==> src/rtl/srm_pkg.sv <==
package srm_pkg;

    localparam int BUS_W          = 16;
    localparam int BYTES_PER_WORD = BUS_W / 8;

    typedef logic [BUS_W-1:0] word_t;

    typedef enum logic {
        ST_LEN,
        ST_BODY
    } frm_state_e;

    typedef struct packed {
        logic  valid;
        logic  sop;
        logic  eop;
        logic  lo_only;
        word_t data;
    } beat_t;

    // True when the remaining byte count fits in the current word.
    function automatic logic is_last_word(input word_t remaining);
        return remaining <= word_t'(BYTES_PER_WORD);
    endfunction

    // True when the last word is only partly filled.
    function automatic logic is_partial_word(input word_t remaining);
        return remaining < word_t'(BYTES_PER_WORD);
    endfunction

endpackage

==> src/rtl/srm_strobe_ctl.sv <==
module srm_strobe_ctl (
    input  logic clk,
    input  logic rst,
    input  logic empty_n,
    input  logic sink_ready,
    output logic oe_n,
    output logic rd_n,
    output logic take
);

    logic oe_n_q;
    logic rd_n_q;

    always_ff @(posedge clk) begin
        if (rst) begin
            oe_n_q <= 1'b1;
            rd_n_q <= 1'b1;
        end else begin
            oe_n_q <= ~empty_n;
            rd_n_q <= ~(empty_n & sink_ready);
        end
    end

    assign oe_n = oe_n_q;
    assign rd_n = rd_n_q;
    // A word moves only when the strobe was out and the bridge had data.
    assign take = ~rd_n_q & empty_n;

endmodule

==> src/rtl/srm_framer.sv <==
module srm_framer
    import srm_pkg::*;
(
    input  logic  clk,
    input  logic  rst,
    input  logic  take,
    input  word_t word_in,
    output beat_t beat_o,
    output logic  len_err_o
);

    frm_state_e state_q;
    word_t      remain_q;
    logic       first_q;
    beat_t      beat_q;
    logic       err_q;

    logic last_w;
    logic part_w;

    assign last_w = is_last_word(remain_q);
    assign part_w = is_partial_word(remain_q);

    always_ff @(posedge clk) begin
        if (rst) begin
            state_q  <= ST_LEN;
            remain_q <= '0;
            first_q  <= 1'b0;
            beat_q   <= '0;
            err_q    <= 1'b0;
        end else begin
            beat_q <= '0;
            err_q  <= 1'b0;
            if (take) begin
                unique case (state_q)
                    ST_LEN: begin
                        if (word_in == '0) begin
                            err_q <= 1'b1;
                        end else begin
                            remain_q <= word_in;
                            first_q  <= 1'b1;
                            state_q  <= ST_BODY;
                        end
                    end
                    ST_BODY: begin
                        beat_q.valid   <= 1'b1;
                        beat_q.sop     <= first_q;
                        beat_q.eop     <= last_w;
                        beat_q.lo_only <= last_w & part_w;
                        beat_q.data    <= word_in;
                        first_q        <= 1'b0;
                        if (last_w) begin
                            state_q <= ST_LEN;
                        end else begin
                            remain_q <= remain_q - word_t'(BYTES_PER_WORD);
                        end
                    end
                    default: state_q <= ST_LEN;
                endcase
            end
        end
    end

    assign beat_o    = beat_q;
    assign len_err_o = err_q;

endmodule

==> src/rtl/slvfifo_rd_master.sv <==
module slvfifo_rd_master
    import srm_pkg::*;
#(
    parameter int DATA_W = BUS_W
) (
    input  logic              clk,
    input  logic              rst,
    input  logic              bus_empty_n,
    input  logic [DATA_W-1:0] bus_data,
    output logic              bus_oe_n,
    output logic              bus_rd_n,
    input  logic              sink_ready,
    output logic              msg_valid,
    output logic [DATA_W-1:0] msg_data,
    output logic              msg_sop,
    output logic              msg_eop,
    output logic              msg_lo_only,
    output logic              msg_len_err
);

    logic  take_w;
    beat_t beat_w;

    srm_strobe_ctl u_strobe (
        .clk        (clk),
        .rst        (rst),
        .empty_n    (bus_empty_n),
        .sink_ready (sink_ready),
        .oe_n       (bus_oe_n),
        .rd_n       (bus_rd_n),
        .take       (take_w)
    );

    srm_framer u_framer (
        .clk       (clk),
        .rst       (rst),
        .take      (take_w),
        .word_in   (word_t'(bus_data)),
        .beat_o    (beat_w),
        .len_err_o (msg_len_err)
    );

    assign msg_valid   = beat_w.valid;
    assign msg_data    = DATA_W'(beat_w.data);
    assign msg_sop     = beat_w.sop;
    assign msg_eop     = beat_w.eop;
    assign msg_lo_only = beat_w.lo_only;

endmodule

==> config.mk <==
export PLATFORM = sky130hd
export DESIGN_NAME = slvfifo_rd_master
export DESIGN_NICKNAME = d
export VERILOG_FILES = /design/src/rtl/srm_pkg.sv /design/src/rtl/srm_strobe_ctl.sv /design/src/rtl/srm_framer.sv /design/src/rtl/slvfifo_rd_master.sv
export SDC_FILE = /design/constraint.sdc
export NUM_CORES = 1
export LEC_CHECK = 0
export BUFFER_PORTS_ARGS = -buffer_cell sky130_fd_sc_hd__buf_2
export CAP_MARGIN = 5
export CORE_MARGIN = 4
export CORE_UTILIZATION = 57
export CTS_BUF_LIST = sky130_fd_sc_hd__clkbuf_4 sky130_fd_sc_hd__clkbuf_8 sky130_fd_sc_hd__clkbuf_16
export DETAILED_ROUTE_END_ITERATION = 6
export GPL_TIMING_DRIVEN = 0
export MAX_ROUTING_LAYER = met4
export PLACE_DENSITY = 0.84
export SLEW_MARGIN = 25
export SYNTH_ARGS = -nofsm -noshare
export SYNTH_HDL_FRONTEND = slang
export SYNTH_HIERARCHICAL = 1
export SYNTH_SLANG_ARGS = --single-unit
==> constraint.sdc <==
create_clock -name clk -period 4.4 [get_ports clk]
set_input_delay 0.22 -clock clk [delete_from_list [all_inputs] [get_ports clk]]
set_output_delay 0.22 -clock clk [all_outputs]
set_load 0.05 [all_outputs]
After elaboration in Yosys (flattened, before gate mapping)
Cells that the tools add are included.

word-level totals
  register bits = 41
  input port bits = 20
  output and inout port bits = 23
  logic and storage cells = 40

cells by class
  $add $sub $neg = 1
  $lt $le $gt $ge = 2
  eq/ne operators = 2
  multiplexer cells = 10
  bitwise gates (word level) = 8
  reductions and logical operators = 6

operators by type and width
  cell                                                              count
  two-way mux 16 bit                                                2
  case mux 16 bit (2 select lines)                                  1
  two-way mux 20 bit                                                1
  less-or-equal comparator 16 x 2 -> 1 bit (second input constant)  1
  logical NOT 16 bit                                                1
  < comparator 16 x 2 -> 1 bit (second input constant)              1
  subtractor 16 x 2 -> 16 bit (second input constant)               1
  OR reduction 3 bit                                                2
  NOT 1 bit                                                         5
  two-way mux 1 bit                                                 4
  != test 2 bit (second input constant)                             2
  case mux 1 bit (2 select lines)                                   2
  bitwise AND 1 bit                                                 3
  AND reduction 3 bit                                               1
  AND reduction 2 bit                                               1
  OR reduction 2 bit                                                1

Logic depth before layout (Yosys ltp)
Gate-level depths: netlist of the first run.

  word-level depth = 4
  depth in mapped cells = 7
  mapped depth without buffers = 7

Modules after synthesis
The synthesis of the first run kept the hierarchy.

modules (own cells, without submodules)
  module          times used  cells each  area an instance (µm²)  sequential area each (µm²)
  srm_framer      1           203         1836.8                  780.7
  srm_strobe_ctl  1           5           62.6                    40.0

Least setup slack after synthesis of the first run
Ideal clock, no wire load.

  path kind = register to register
  from = reg u_framer.remain_q[2]
  to = reg u_framer.remain_q[15]
  data arrival time = 1904 ps
  slack = 2408 ps
  stages on the path, launching flop included = 8
  cells stage by stage = dfxtp_1 -> inv_1 -> ha_1 -> or3b_4 -> nor4_4 -> or3b_1 -> a21boi_1 -> o32ai_2

between the ends
  word-level cells in the longest chain between the ends = 3

RTL lines
  item                                                                                     RTL line                         text
  start, declared                                                                          srm_framer.sv:13                 word_t remain_q;
  start signal, assigned                                                                   srm_framer.sv:40                 remain_q <= word_in;
  start signal, assigned                                                                   srm_framer.sv:55                 remain_q <= remain_q - word_t'(BYTES_PER_WORD);
  subtractor 16 x 2 -> 16 bit or less-or-equal comparator 16 x 2 -> 1 bit (tied branches)  srm_framer.sv:55, srm_pkg.sv:23
  two-way mux 16 bit or != test 2 bit (tied branches)                                      --
  case mux 16 bit (2 select lines) or AND reduction 3 bit (tied branches)                  --

Parallel ways exist; a longest one is shown, timed or not. The select of a mux whose other input is x is not followed.
A chain may end at the register's enable or synchronous reset.

Final worst setup path of the first run
Same ends and word-level chain as after synthesis.

==> impl_metrics.tcl, run 1 <==
set metrics [dict create \
    fin_util 0.7152 \
    die_area_um2 4320 \
    io_pins 43 \
    p_per_area_nw_per_um2 314.2 \
    dp_hpwl_um 3438 \
    vias_per_cell 5.744 \
    final_nets 278 \
    yosys_register_bits 41 \
    arrival_ns 2.49 \
    yosysSeqAreaShare 0.4321 \
    synth_nets 229 \
    io_buffers 42 \
    clk_pin_slew_ns 0.11 \
    gp_congestion 1.003 \
    htreeDepth 2 \
    rrSetupSlack_ns 2.18 \
    cap_violations 0 \
    rsz0062_at_grt "false" \
    drt_iter0_drc 168 \
    critPathCapture "u_framer/remain_q[15]" \
    syn-cell-area_um2 1899 \
    die_height_um 65.73 \
    peakVddDrop_mv 0.1745 \
    core_um2 3128 \
    antenna_cells 0 \
    initial_core_util 0.6072 \
    critPathCaptureType "flop" \
    crit_required_ns 4.67 \
    critPathKind "reg2reg" \
    synth-edff-count 0 \
    n_fill_cell 279 \
    wl_um 4647 \
    ff2ff_path_depth 7 \
    clock_latency_ns 0.34 \
    post_cts_buffers 0 \
    syn_inst 208 \
    r2r-start "u_framer/remain_q[2]" \
    cts_tree "built" \
    cts.sinks 41 \
    cts.repair.resized 0 \
    synth_warnings 6 \
    rows 20 \
    yosys_most_used_dff "dfxtp_1" \
    gr-usage-all-layers 0.2371 \
    r2r-end "u_framer/remain_q[15]" \
    seqCellArea_um2 820.8 \
    timing.fmax_mhz 449.4 \
    final-setup-viol-count 0 \
    setup_slack_ns 2.175 \
    leakage_nw 0.9644 \
    grt_antenna_before_repair 0 \
    fin_crit_sh 0.5057 \
    async_reset_ff_frac 0 \
    clk_path_buf_depth 2 \
    cp_max_fo 9 \
    hold_viol 0 \
    tns_ns 0 \
    crit_start "u_framer/remain_q[2]" \
    syn_avg_cell_area_um2 9.131 \
    drive_gt1_frac 0.2918 \
    die_w_um 65.73 \
    hp-class "in2reg" \
    area.growth.synth_to_final_pct 17.79 \
    ys_types 54 \
    numCtsBuffers 5 \
    vias 1729 \
    pre_cts_ws_ns 2.210 \
    grt_pass1_vias 1549 \
    dr.pass1.iters 4 \
    clock_skew_ns 0.004560 \
    timing_max_transition_violations_final 0 \
    drc_errors 0 \
    clock-root-buffer "clkbuf_4" \
    wl_per_cell_um 15.44 \
    status "finished, final reports clean" \
    grt-ovfl-total 0 \
    fin_crit_ns 2.225 \
    multiInputGateArea_um2 935.9 \
    crit_path_start_kind "flop" \
    ant_nets 0 \
    worst_slew_pin_slew_ns 0.7142 \
    hold_buffers 0 \
    grt_max_degree 13 \
    grt_pass1_wl_um 7610 \
    p_total_w 0.0007029 \
    slew-limit-headroom 0.5202 \
]
## worst min path at each step
| stage | endpoint | cells after the start | from | slack (ns) |
|---|---|---|---|---|
| 2_1_floorplan | u_strobe/oe_n | 1 | bus_empty_n | 0.29 |
| 6_report | u_strobe/oe_n | 2 | bus_empty_n | 0.06 |
| 3_5_place_dp | u_strobe/oe_n | 2 | bus_empty_n | 0.42 |
| 3_3_place_gp | u_strobe/rd_n | 2 | sink_ready | 0.41 |
| 4_1_cts | u_strobe/oe_n | 2 | bus_empty_n | 0.06 |
| 5_1_grt | u_strobe/oe_n | 2 | bus_empty_n | 0.06 |
## registers in the layout, indices dropped and copies added (netlist names)
signal / flops
u_framer/beat_o: 20
u_framer/first_q: 1
u_framer/len_err_o: 1
u_framer/remain_q: 16
u_framer/state_q: 1
u_strobe/oe_n: 1
u_strobe/rd_n: 1
## logic make-up after synthesis
logic type,count (synthesis),synth area share
multiplexers,3,0.01581
AND/OR/NAND/NOR,88,0.2826
AO/OA/AOI/OAI,54,0.1877
adder cells (fa/ha/maj),1,0.006587
flip-flops,41,0.4321
buffers and inverters,21,0.07510
## cell usage in the layout, fill, tap and decap left out, types with 5 or more instances in the layout
| master | Yosys | layout |
|---|---|---|
| and2_1 | 15 | 15 |
| buf_2 | 2 | 44 |
| nor3_1 | 10 | 10 |
| nor2_1 | 13 | 13 |
| o21ai_0 | 7 | 7 |
| nor4_1 | 5 | 5 |
| nand2_1 | 8 | 8 |
| nand3_1 | 5 | 5 |
| clkbuf_8 | 5 | 5 |
| dfxtp_1 | 41 | 41 |
| a21oi_1 | 20 | 20 |
| inv_1 | 8 | 8 |
| clkbuf_4 | 0 | 5 |
## cell type report
| class | count | area share |
|---|---|---|
| multi-input cells | 146 | 0.4183 |
| flip-flops and latches | 41 | 0.3669 |
| repair buffers | 42 | 0.09396 |
| plain buffers | 13 | 0.05034 |
| well taps | 44 | 0.02461 |
| clock buffers | 5 | 0.01678 |
| clock inverters | 2 | 0.01566 |
| inverters | 8 | 0.01342 |
## stage by stage
stage,cells,hold slack [ns],instance area (um^2)
final,301,0.06146,2237
after global routing,301,0.05545,2237
after CTS,301,0.05599,2237
after detailed placement,294,0.4225,2165
after global placement,294,0.4083,2165
after floorplan,208,0.2930,1899
## synthesized netlist by cell type, types with 2 or more instances
master / count / area (um^2)
and3_1: 2 / 12.51
or3_1: 2 / 12.51
mux2i_1: 3 / 30.03
o31ai_1: 2 / 15.01
and2_1: 15 / 93.84
nor2_1: 13 / 48.80
nand4_1: 2 / 12.51
clkbuf_1: 4 / 15.01
a21o_1: 3 / 22.52
nand2b_1: 2 / 12.51
inv_1: 8 / 30.03
nor4_1: 5 / 31.28
nand3b_1: 4 / 30.03
a22oi_1: 2 / 15.01
a221oi_1: 2 / 17.52
nand3_1: 5 / 25.02
nand2_1: 8 / 30.03
a211oi_1: 4 / 30.03
or2_2: 4 / 25.02
a31oi_1: 4 / 25.02
dfxtp_1: 41 / 820.8
nor3_1: 10 / 50.05
a21oi_1: 20 / 100.1
buf_2: 2 / 10.01
nor4b_1: 2 / 17.52
o21ai_0: 7 / 35.03
clkbuf_8: 5 / 68.82
## report_power, final
part | internal (W) | switching [W] | total (W)
registers | 0.000376 | 0.00000459 | 0.000381
logic | 0.0000349 | 0.0000557 | 0.0000906
clock network | 0.000116 | 0.000116 | 0.000231
## layer usage
layer,part of all wire,global-route usage
met5,0,-
met4,0.012,0.06736
met2,0.46,0.3554
met3,0.092,0.06496
met1,0.43,0.3134
## critical path: stages (launching register included)
cell	delay, ns
dfxtp_1	0.36
inv_1	0.12
ha_1	0.17
or3b_4	0.40
nor4_4	0.39
or3b_1	0.38
a21boi_1	0.15
o32ai_2	0.19
Power figures use the tool's default switching activity.
==> inputs of run 2 (changes only) <==
CORE_UTILIZATION = 48   (was 57)
PLACE_DENSITY = 0.75   (was 0.84)
clock period = 1.8 ns   (was 4.4 ns; I/O delays follow)
==> run 2 against run 1 <==
Net effect:
- the run now ends with setup timing left
- setup slack lost 2.3 ns
- cell area up 13%
- highest routed layer unchanged
- register-to-register slack worse by 2.3 ns
- flip-flop and latch count unchanged
- clock power rose to 3.1 times the previous value
- via count is 3.8% higher
- global-route usage is 2.6 points lower
- clock skew grew 0.0014 ns
- die area is 16% higher
- first-iteration DRC count down 9.5%
==> impl_metrics.tcl, run 2 (synthesis results as in run 1) <==
set metrics [dict create \
    highest_layer "met4" \
    clock_skew_ns 0.005942 \
    wl_um 5056 \
    intPower_w 0.001455 \
    grt-ovfl-total 0 \
    final_nets 294 \
    drive_gt1_frac 0.4029 \
    fin_crit_ns 1.914 \
    die_w_um 70.91 \
    die_height_um 70.91 \
    critPathKind "reg2reg" \
    peakVddDrop_mv 0.5216 \
    n_fill_cell 283 \
    clock_latency_ns 0.29 \
    wl_per_cell_um 15.75 \
    wl_met3_um 413 \
    pre_cts_ws_ns -0.4080 \
    gr-usage-all-layers 0.2115 \
    clock-root-buffer "clkbuf_8" \
    grt_max_degree 13 \
    p_comb_frac 0.149 \
    swShare 0.2491 \
    switchingPower_w 0.0004826 \
    core_um2 3744 \
    clk_pin_slew_ns 0.08 \
    status "finished, violations left" \
    critPathCaptureType "flop" \
    io_buffers 42 \
    final-setup-viol-count 3 \
    wirelength_met1_um 2140 \
    p_per_area_nw_per_um2 768.5 \
    htreeDepth 2 \
    ant_nets 0 \
    drt_iter0_drc 152 \
    worst_slew_pin_slew_ns 0.5300 \
    hold_viol 0 \
    clock_power_share 0.370 \
    clk_path_buf_depth 2 \
    antenna_cells 0 \
    fin_crit_sh 1.064 \
    dp_hpwl_um 3448 \
    cap_violations 0 \
    tns_ns -0.2108 \
    slew-limit-headroom 0.6466 \
    initial_core_util 0.5074 \
    vias_per_cell 5.592 \
    die_area_um2 5028 \
    whs_ns 0.01631 \
    largest_reg_flops 20 \
    crit_required_ns 2.01 \
    grt_pass1_wl_um 8162 \
    mostFrequentLayoutCells "43 x buf_2, 35 x dfxtp_1, 19 x a21oi_1, 15 x buf_4, 15 x and2_1" \
    dr.pass1.iters 5 \
    drc_errors 0 \
    rrSetupSlack_ns -0.11 \
    final_common_cell "buf_2" \
    timing_max_transition_violations_final 0 \
    vias 1795 \
    setup_slack_ns -0.1143 \
    timing.fmax_mhz 522.4 \
    grt_antenna_before_repair 0 \
    grt_pass1_vias 1641 \
    p_seq_frac 0.481 \
    cp_max_fo 3 \
    io_pins 43 \
    rsz0062_at_grt "true" \
    rows 22 \
    fin_util 0.6735 \
    gp_congestion 0.9009 \
    cts_tree "built" \
    violations "setup timing" \
    area.growth.synth_to_final_pct 32.74 \
    hp-class "in2reg" \
    wl_met2_um 2420 \
    arrival_ns 2.13 \
    numCtsBuffers 5 \
    leakage_nw 1.090 \
    cts.sinks 41 \
    crit_path_start_kind "flop" \
]
## run 2: cell type report
type	count	area [um^2]	area share
Timing Repair Buffer	59	350.3	0.1390
Clock inverter	2	35.03	0.01390
Inverter	8	32.53	0.01290
Tap cell	48	60.06	0.02382
Sequential cell	41	830.8	0.3295
Buffer	12	120.1	0.04764
Clock buffer	5	68.82	0.02730
Multi-Input combinational cell	146	1023	0.4060
## run 2: repair_timing
| item | in CTS | in global routing |
|---|---|---|
| pin swaps | 7 | 7 |
| setup endpoints to repair | 14 | 15 |
| endpoints found under the hold margin | 2 | 0 |
| hold buffers | 2 | 0 |
| buffers inserted | 8 | 7 |
| gates resized for setup | 17 | 22 |
## run 2: worst paths after layout
| kind | from | endpoint | cells past startpoint |
|---|---|---|---|
| max | u_framer/remain_q[2] | u_framer/remain_q[15] | 7 |
| min | bus_empty_n | u_strobe/rd_n | 2 |
| max reg2reg | u_framer/remain_q[2] | u_framer/remain_q[15] | 7 |
| min reg2reg | u_framer/remain_q[12] | u_framer/remain_q[12] | 2 |
## run 2: critical path: stages (launching register included)
cell and delay (ns):
dfxtp_2 0.33, inv_2 0.07, ha_4 0.13, or3b_4 0.39
nor4_4 0.19, or3b_1 0.37, a21boi_2 0.17, o32ai_2 0.18
## run 2: stage by stage
| stage | total power (W) | cell area, um^2 | std cells |
|---|---|---|---|
| floorplan | 0.001096 | 1901 | 208 |
| global placement | 0.001166 | 2171 | 298 |
| detailed placement | 0.001167 | 2171 | 298 |
| CTS | 0.001908 | 2414 | 314 |
| global route | 0.002009 | 2521 | 321 |
| finish | 0.001938 | 2521 | 321 |
## run 2: per-layer routing
layer,GRT usage,vias up
li1,-,882
met1,0.2699,825
met2,0.3368,80
met3,0.04972,8
met4,0.05637,0
met5,-,-
## run 2: power by group through the flow
stage | clock network, W | registers (W) | logic [W]
floorplan | 0 | 0.000958 | 0.000137
global placement | 0 | 0.000951 | 0.000215
detailed placement | 0 | 0.000951 | 0.000216
CTS | 0.000724 | 0.000930 | 0.000254
global route | 0.000761 | 0.000933 | 0.000315
finish | 0.000718 | 0.000932 | 0.000289
